### config.mk
export PLATFORM = sky130hd
export DESIGN_NAME = rtc_calendar
export DESIGN_NICKNAME = d
export VERILOG_FILES = /design/src/rtl/rtc_pkg.sv /design/src/rtl/rtc_advance.sv /design/src/rtl/rtc_counter.sv /design/src/rtl/rtc_visible.sv /design/src/rtl/rtc_calendar.sv
export SDC_FILE = /design/constraint.sdc
export NUM_CORES = 1
export LEC_CHECK = 0
export BUFFER_PORTS_ARGS = -buffer_cell sky130_fd_sc_hd__buf_2
export CAP_MARGIN = 20
export CORE_UTILIZATION = 25
export CTS_BUF_LIST = sky130_fd_sc_hd__clkbuf_2 sky130_fd_sc_hd__clkbuf_4 sky130_fd_sc_hd__clkbuf_8
export DETAILED_ROUTE_END_ITERATION = 8
export MAX_ROUTING_LAYER = met4
export SYNTH_ARGS = -nofsm -noshare
export SYNTH_HDL_FRONTEND = slang
export SYNTH_SLANG_ARGS = --single-unit
### constraint.sdc
create_clock -name clk -period 5 [get_ports clk]
set_input_delay 1.25 -clock clk [delete_from_list [all_inputs] [get_ports clk]]
set_output_delay 1.25 -clock clk [all_outputs]
set_load 0.005 [all_outputs]
### src/rtl/rtc_pkg.sv
package rtc_pkg;
  localparam int DATA_W   = 8;
  localparam int ADDR_W   = 4;
  localparam int FIELDS   = 8;
  localparam logic [ADDR_W-1:0] CTRL_IDX = 4'hB;
  localparam int HOLD_BIT  = 0;
  localparam int MODE12_BIT = 6;
  localparam int PM_BIT     = 5;

  // field order matches the packed layout: field i is bits [8*i +: 8]
  typedef struct packed {
    logic [DATA_W-1:0] year;
    logic [DATA_W-1:0] month;
    logic [DATA_W-1:0] date;
    logic [DATA_W-1:0] dow;
    logic [DATA_W-1:0] hour;
    logic [DATA_W-1:0] min;
    logic [DATA_W-1:0] sec;
    logic [DATA_W-1:0] hund;
  } rtc_time_t;

  localparam rtc_time_t RESET_TIME = '{year: 8'h00, month: 8'h01, date: 8'h01,
                                       dow: 8'h01, hour: 8'h00, min: 8'h00,
                                       sec: 8'h00, hund: 8'h00};

  function automatic logic [ADDR_W-1:0] field_addr(input int i);
    case (i)
      0: return 4'h0;
      1: return 4'h1;
      2: return 4'h2;
      3: return 4'h4;
      4: return 4'h6;
      5: return 4'h8;
      6: return 4'h9;
      default: return 4'hA;
    endcase
  endfunction

  function automatic logic [7:0] bcd_inc(input logic [7:0] v);
    if (v[3:0] == 4'd9) return {v[7:4] + 4'd1, 4'd0};
    return {v[7:4], v[3:0] + 4'd1};
  endfunction

  // divisible by 4: even tens with units 0/4/8, odd tens with units 2/6
  function automatic logic is_leap(input logic [7:0] y);
    if (y[4]) return (y[3:0] == 4'd2) || (y[3:0] == 4'd6);
    return (y[3:0] == 4'd0) || (y[3:0] == 4'd4) || (y[3:0] == 4'd8);
  endfunction

  function automatic logic [7:0] month_len(input logic [7:0] mo, input logic leap);
    case (mo)
      8'h02: return leap ? 8'h29 : 8'h28;
      8'h04, 8'h06, 8'h09, 8'h11: return 8'h30;
      default: return 8'h31;
    endcase
  endfunction
endpackage

### src/rtl/rtc_advance.sv
module rtc_advance
  import rtc_pkg::*;
(
  input  rtc_time_t cur,
  output rtc_time_t nxt
);
  logic       carry;
  logic [7:0] h12_inc;

  assign h12_inc = bcd_inc({3'b000, cur.hour[4:0]});

  always_comb begin
    nxt   = cur;
    carry = 1'b0;
    // hundredths
    if (cur.hund == 8'h99) begin
      nxt.hund = 8'h00;
      carry    = 1'b1;
    end else begin
      nxt.hund = bcd_inc(cur.hund);
    end
    // seconds
    if (carry) begin
      if (cur.sec == 8'h59) begin
        nxt.sec = 8'h00;
      end else begin
        nxt.sec = bcd_inc(cur.sec);
        carry   = 1'b0;
      end
    end
    // minutes
    if (carry) begin
      if (cur.min == 8'h59) begin
        nxt.min = 8'h00;
      end else begin
        nxt.min = bcd_inc(cur.min);
        carry   = 1'b0;
      end
    end
    // hours
    if (carry) begin
      carry = 1'b0;
      if (cur.hour[MODE12_BIT]) begin
        if (cur.hour[4:0] == 5'h11) begin
          nxt.hour[4:0]    = 5'h12;
          nxt.hour[PM_BIT] = ~cur.hour[PM_BIT];
          carry            = cur.hour[PM_BIT];
        end else if (cur.hour[4:0] == 5'h12) begin
          nxt.hour[4:0] = 5'h01;
        end else begin
          nxt.hour[4:0] = h12_inc[4:0];
        end
      end else if (cur.hour[5:0] == 6'h23) begin
        nxt.hour[5:0] = 6'h00;
        carry         = 1'b1;
      end else begin
        nxt.hour[5:0] = bcd_inc({2'b00, cur.hour[5:0]})[5:0];
      end
    end
    // day of week, date, month, year
    if (carry) begin
      nxt.dow = (cur.dow == 8'h07) ? 8'h01 : bcd_inc(cur.dow);
      if (cur.date == month_len(cur.month, is_leap(cur.year))) begin
        nxt.date = 8'h01;
        if (cur.month == 8'h12) begin
          nxt.month = 8'h01;
          nxt.year  = (cur.year == 8'h99) ? 8'h00 : bcd_inc(cur.year);
        end else begin
          nxt.month = bcd_inc(cur.month);
        end
      end else begin
        nxt.date = bcd_inc(cur.date);
      end
    end
  end
endmodule

### src/rtl/rtc_counter.sv
module rtc_counter
  import rtc_pkg::*;
(
  input  logic              clk,
  input  logic              rst,
  input  logic              tick,
  input  logic              wr_en,
  input  logic [FIELDS-1:0] field_hit,
  input  logic [DATA_W-1:0] wr_data,
  input  rtc_time_t         nxt,
  output rtc_time_t         cur
);
  always_ff @(posedge clk) begin
    if (rst) begin
      cur <= RESET_TIME;
    end else if (wr_en) begin
      for (int i = 0; i < FIELDS; i++) begin
        if (field_hit[i]) cur[DATA_W*i +: DATA_W] <= wr_data;
      end
    end else if (tick) begin
      cur <= nxt;
    end
  end

  // the working copy is loaded by a host write
  a_r9_hund_load: assert property (@(posedge clk) disable iff (rst)
    field_hit[0] |=> cur.hund == $past(wr_data));

  // counters stay still without a tick or write
  a_r2_idle_stable: assert property (@(posedge clk) disable iff (rst)
    (!tick && !wr_en) |=> $stable(cur));

  // hundredths wrap clears to zero
  a_r2_hund_wrap: assert property (@(posedge clk) disable iff (rst)
    (tick && !wr_en && cur.hund == 8'h99) |=> cur.hund == 8'h00);

  // the date never leaves its legal range
  a_r6_date_legal: assert property (@(posedge clk) disable iff (rst)
    (cur.date != 8'h00) && (cur.date <= 8'h31));
endmodule

### src/rtl/rtc_visible.sv
module rtc_visible
  import rtc_pkg::*;
(
  input  logic              clk,
  input  logic              rst,
  input  logic              xfer,
  input  logic [FIELDS-1:0] field_hit,
  input  logic [DATA_W-1:0] wr_data,
  input  rtc_time_t         nxt,
  input  logic [ADDR_W-1:0] addr,
  input  logic              hold,
  output rtc_time_t         vis,
  output logic [DATA_W-1:0] rd_data
);
  logic [DATA_W-1:0] rd_sel;
  logic              mapped;

  always_ff @(posedge clk) begin
    if (rst) begin
      vis <= RESET_TIME;
    end else begin
      for (int i = 0; i < FIELDS; i++) begin
        if (field_hit[i])
          vis[DATA_W*i +: DATA_W] <= wr_data;
        else if (xfer)
          vis[DATA_W*i +: DATA_W] <= nxt[DATA_W*i +: DATA_W];
      end
    end
  end

  always_comb begin
    rd_sel = '0;
    mapped = 1'b0;
    for (int i = 0; i < FIELDS; i++) begin
      if (addr == field_addr(i)) begin
        rd_sel = vis[DATA_W*i +: DATA_W];
        mapped = 1'b1;
      end
    end
    if (addr == CTRL_IDX) begin
      rd_sel           = '0;
      rd_sel[HOLD_BIT] = hold;
      mapped           = 1'b1;
    end
  end

  always_ff @(posedge clk) begin
    if (rst) rd_data <= '0;
    else     rd_data <= rd_sel;
  end

  // with no transfer and no write, the visible copies stay frozen
  a_r11_frozen: assert property (@(posedge clk) disable iff (rst)
    (!xfer && field_hit == '0) |=> $stable(vis));

  // unmapped indices read zero one cycle later
  a_r8_unmapped_zero: assert property (@(posedge clk) disable iff (rst)
    !mapped |=> rd_data == '0);
endmodule

### src/rtl/rtc_calendar.sv
module rtc_calendar
  import rtc_pkg::*;
(
  input  logic              clk,
  input  logic              rst,
  input  logic              tick,
  input  logic              wr_en,
  input  logic [ADDR_W-1:0] addr,
  input  logic [DATA_W-1:0] wr_data,
  output logic [DATA_W-1:0] rd_data
);
  rtc_time_t         cur;
  rtc_time_t         nxt;
  rtc_time_t         vis;
  logic [FIELDS-1:0] field_hit;
  logic              hold_q;
  logic              xfer;

  for (genvar g = 0; g < FIELDS; g++) begin : g_decode
    localparam logic [ADDR_W-1:0] IDX = field_addr(g);
    assign field_hit[g] = wr_en && (addr == IDX);
  end

  assign xfer = tick && !wr_en && !hold_q;

  always_ff @(posedge clk) begin
    if (rst)                              hold_q <= 1'b0;
    else if (wr_en && addr == CTRL_IDX)   hold_q <= wr_data[HOLD_BIT];
  end

  rtc_advance u_adv (
    .cur (cur),
    .nxt (nxt)
  );

  rtc_counter u_cnt (
    .clk       (clk),
    .rst       (rst),
    .tick      (tick),
    .wr_en     (wr_en),
    .field_hit (field_hit),
    .wr_data   (wr_data),
    .nxt       (nxt),
    .cur       (cur)
  );

  rtc_visible u_vis (
    .clk       (clk),
    .rst       (rst),
    .xfer      (xfer),
    .field_hit (field_hit),
    .wr_data   (wr_data),
    .nxt       (nxt),
    .addr      (addr),
    .hold      (hold_q),
    .vis       (vis),
    .rd_data   (rd_data)
  );

  // an unheld tick leaves both copies equal
  a_r10_copy: assert property (@(posedge clk) disable iff (rst)
    xfer |=> vis == cur);

  // a write cycle swallows a coincident tick for the hundredths of both copies
  a_r9_write_wins: assert property (@(posedge clk) disable iff (rst)
    (tick && field_hit[0]) |=> (vis.hund == $past(wr_data)) && (cur.hund == $past(wr_data)));
endmodule

### Word-level counts from Yosys, hierarchy flattened

Index checks and enable logic that the tools add are counted.
W data, S select, Z words.

* register bits after elaboration: 137
* input bits: 16

* bitwise operators: 1
* multiplexer cells: 113
* $add $sub $neg: 17
* reductions and logical operators: 38
* equal/unequal tests: 43

Operator list (count)
* $mux W8: 57
* $mux W64: 2
* $add A4 B1 Y4 const B: 15
* $eq A4 B4 Y1 const B: 13
* $mux W1: 42
* $mux W32: 1
* $mux W6: 5
* $eq A8 B3 Y1 const B: 3
* $mux W5: 4
* $reduce_and A2 Y1: 9
* $reduce_bool A2 Y1: 9
* $eq A4 B3 Y1 const B: 4
* $eq A8 B5 Y1 const B: 2
* $eq A8 B7 Y1 const B: 2
* $eq A8 B8 Y1 const B: 2
* $mux W16: 1
* $ne A2 B1 Y1 const B: 8
* $pmux W8 S2: 1
* $logic_and A1 B1 Y1: 11
* $eq A5 B5 Y1 const B: 2
* $eq A4 B2 Y1 const B: 2
* $eq A8 B2 Y1 const B: 1
* $eq A8 B4 Y1 const B: 1
* $eq A8 B8 Y1: 1
* 10 further kinds: 14

### Logic depth before layout (Yosys ltp)

* depth in word-level cells: 21
* gate-level depth with buffers: 13

### Cells and area by module

Synthesis repeated with hierarchy kept, for this count alone.

* cells, all modules: 1129
* area, all modules: 8777.2 um2

Modules (own cells, without submodules)
* rtc_visible: area each 3782.4 um2, instances 1, cells each 477
* rtc_counter: area each 2841.5 um2, instances 1, cells each 306
* rtc_advance: area each 2023.2 um2, instances 1, cells each 326
* rtc_calendar: area each 130.1 um2, instances 1, cells each 20

### Worst setup path before layout

No wires, ideal clock.

* path type: input -> register
* start: input addr[2]
* end: register u_vis.vis[28] (netlist name)
* path slack: 1.844 ns
* stages: 8
* setup time: 0.128 ns
* path buffers: 1
* data required time: 4.872 ns
* data arrival time: 3.028 ns
* path through: nor2b_1 > nor3b_1 > and2_1 > clkbuf_1 > nor2_1 > a22oi_1 > o21ai_0 > nor2b_1

* cells in the longest elaborated chain, start to end: 3

RTL lines
* start, declared: RTL line rtc_calendar.sv:8 `input logic [ADDR_W-1:0] addr,`
* $eq A4 B3 Y1 (*): RTL line rtc_calendar.sv:21 `assign field_hit[g] = wr_en && (addr == IDX);`
* $logic_and A1 B1 Y1 (*): RTL line rtc_calendar.sv:21
* $mux W8 or $reduce_bool A2 Y1 (tied branches)

Mark *: on every way between the ends. The rest lies on a longest branch, timed or not.
A chain may end at the register's enable or synchronous reset.

### Worst setup path after layout

* start: register u_cnt.cur[24] (netlist name)
* end: register u_vis.vis[59] (netlist name)

* cells in the longest elaborated chain, start to end: 7

RTL lines
* $eq A6 B6 Y1 or $eq A5 B5 Y1 (tied branches): RTL line rtc_advance.sv:53, rtc_advance.sv:44
* $mux W1 (on tied branches): RTL line rtc_advance.sv:53, rtc_advance.sv:44
* $mux W1 (*): RTL line rtc_advance.sv:43 `if (cur.hour[MODE12_BIT]) begin`
* $mux W1 (*): RTL line rtc_advance.sv:41 `if (carry) begin`
* $mux W32 (*): RTL line rtc_advance.sv:61 `if (carry) begin`
* $mux W8 (*): RTL line rtc_visible.sv:25 `else if (xfer)`
* $mux W8 (*): RTL line rtc_visible.sv:23 `if (field_hit[i])`

Mark *: on every way between the ends. The rest lies on a longest branch, timed or not. The select of a mux whose other input is x is not followed.

==> reports/metrics.yaml <==
synth:
  synth_edf_count: 0
  synth_nets: 1130
  ys_ff_latch: 137
  synth_top_area_share: 0.328
  synth_top_area_cell: "dfxtp_1"
  syn-cell-area_mm2: 0.00837
  synth_async_sr_flop_share: 0
  synth.top_cells.by_count: "dfxtp_1 (137), nand2_1 (127), a21oi_1 (108)"
  netlist_instances: 1092
  post-synth-top-count-cell: "dfxtp_1"
  synthTopCellsByArea: "dfxtp_1 (33%), a21oi_1 (6.5%), nand2_1 (5.7%)"
  ys_warn_count: 0
  avgSynthCellArea_um2: 7.66
  ys_seq_area_frac: 0.328
  synthFlopType: "dfxtp_1"
  synth_cell_types: 86
clocking:
  path_clk_slew_ns: 0.09
  ctsHoldBuffers: 0
  clk_latency_ns: 0.49
  clockRootBuffer: "clkbuf_8"
  tritoncts: "done"
  htreeDepth: 4
  post_cts_buffers: 0
  ctsLongestPathBuffers: 2
  cts-resized-gates: 0
  cts_buffers: 17
  cts_num_sinks: 137
sta:
  slew_viol_final: 0
  rsz0062_at_grt: "no"
  layout_min_cycle_time_ns: 3.48
  final.period_utilization: 0.696
  hold_viol: 0
  worst_slew_pin_slew_ns: 0.955
  fmax_ghz: 0.287
  fin_skew_ns: 0.0180
  slew_headroom: 0.363
  setup-tns-final_ns: 0
  setup_viol: 0
die:
  start_util: 0.256
  dieArea_mm2: 0.0342
  rows: 66
  ioPinCount: 24
  core_area_mm2: 0.0327
  dieWidth_um: 185
  die-height_um: 185
pwr:
  p_leak_nw: 3.09
  power.density_mw_per_mm2: 274
  ir_worst_vdd_mv: 0.138
  power_mw: 2.52
layout:
  n_fill_cell: 3566
  fin_nets: 1098
  stdcell_count: 1516
  drive_gt1_frac: 0.0997
  finalCoreUtilization: 0.281
  area_growth_pct: 9.67
detailed_routing:
  wl_mm: 28.9
  firstDrtPassIters: 6
  detail_route.vias_per_cell: 5.53
  drc_errors: 0
  wl_per_cell_um: 19.0
  drtIter0Drc: 1117
  detail-route-antenna-nets: 0
  vias: 8391
setup_path:
  crit_slowest_cell: "and4_2"
  worstPathArrival_ns: 3.87
  crit_type: "reg2reg"
  crit_path_start_kind: "register"
  max_stage_delay_ns: 0.71
  path_cells: "nand2_1 -> nor4_1 -> ha_1 -> or2b_2 -> nand3_1 -> nor4b_4 -> and4_2 -> nand2_1 -> o31a_1 -> a221oi_1"
  crit_top_cell: "nand2_1"
  endpoint_kind: "register"
  crit_fanout: 30
  worstPathRequired_ns: 5.39
grt:
  overflow: 0
  grtUsageTotal: 0.175
  antenna_found_initial: 1
  grt_pass1_vias: 7642
  grt_max_degree: 86
  grt_pass1_wl_mm: 44.7
place:
  gp_congestion: 0.931
  hpwl_mm: 20.1
  io_buffers: 23
  dp.cells: 1483
job:
  drv_cap: 0
outcome:
  status: "finished clean"
hold_path:
  hp-class: "reg2reg"
==> layer usage <==
layer,global-route usage,vias to the layer above,part of all wire
met3,0.0307,48,0.072
met4,0.0542,0,0.024
met2,0.266,332,0.45
met5,-,-,0
li1,-,3953,-
met1,0.234,4058,0.46
==> registers in the layout (all words and copies together) (netlist names) <==
register	count
hold_q	1
u_vis.rd_data	8
u_vis.vis	64
u_cnt.cur	64
==> cell families (layout without fill, tap and decap cells) <==
group / after synthesis / in the layout / share of synthesized area
other: 0 / 1 / 0
adders and majority gates: 22 / 22 / 0.0329
buffers and inverters: 121 / 102 / 0.0620
xor gates and xnor gates: 16 / 16 / 0.0167
muxes: 24 / 24 / 0.0295
DFF: 137 / 137 / 0.328
and+or+nand+nor: 406 / 406 / 0.246
AOI/OAI and AO/OA: 366 / 366 / 0.285
==> worst paths after layout <==
| check | startpoint | to | slack, ns | cells past startpoint |
|---|---|---|---|---|
| setup / recovery | u_cnt.cur[24] | u_vis.vis[59] | 1.52 | 10 |
| hold / removal | u_vis.vis[2] | u_vis.vis[2] | 0.47 | 2 |
| setup reg to reg | u_cnt.cur[24] | u_vis.vis[59] | 1.52 | 10 |
| hold reg to reg | u_vis.vis[2] | u_vis.vis[2] | 0.47 | 2 |
==> area by class of cell <==
cell class | count | area [um^2] | share of cell area
multi-input cells | 834 | 5110 | 0.557
flip-flops and latches | 137 | 2740 | 0.299
well taps | 442 | 553 | 0.0603
clock buffers | 18 | 241 | 0.0263
repair buffers | 38 | 230 | 0.0251
clock inverters | 14 | 174 | 0.0189
inverters | 32 | 120 | 0.0131
diodes | 1 | 2.50 | 0.000273
==> placed cells by master (no fill, tap or decap), types with 14 or more instances in the layout <==
cell,instances
a21oi_1,108
a221oi_1,19
a22oi_1,58
a31oi_1,14
buf_2,22
buf_4,16
clkbuf_8,17
dfxtp_1,137
ha_1,22
inv_1,32
mux2i_1,19
nand2_1,127
nand3_1,31
nor2_1,102
nor2b_1,15
nor3_1,28
o211ai_1,21
o21ai_0,58
o22ai_1,14
==> power by group <==
part,internal (mW),switching (mW),total [mW]
clock,0.501,0.491,0.992
sequential,1.13,0.0564,1.19
combinational,0.110,0.226,0.336
total,1.75,0.774,2.52
==> stage by stage <==
step	hold WS [ns]	instance area, um^2	setup WS, ns
floorplan	0.436	8370	1.84
global placement	0.447	8760	1.24
global route	0.493	9180	1.33
finish	0.467	9180	1.52
CTS	0.468	9180	1.55
detailed placement	0.457	8760	1.11
==> worst max-delay path: cells and delay by family, from the launching register on <==
family,cells,cell delay (ns)
adders and majority gates,1,0.19
AOI/OAI and AO/OA,2,0.63
and+or+nand+nor,7,2.04
DFF,1,0.54
No activity file was read; power rests on OpenSTA's default activity.
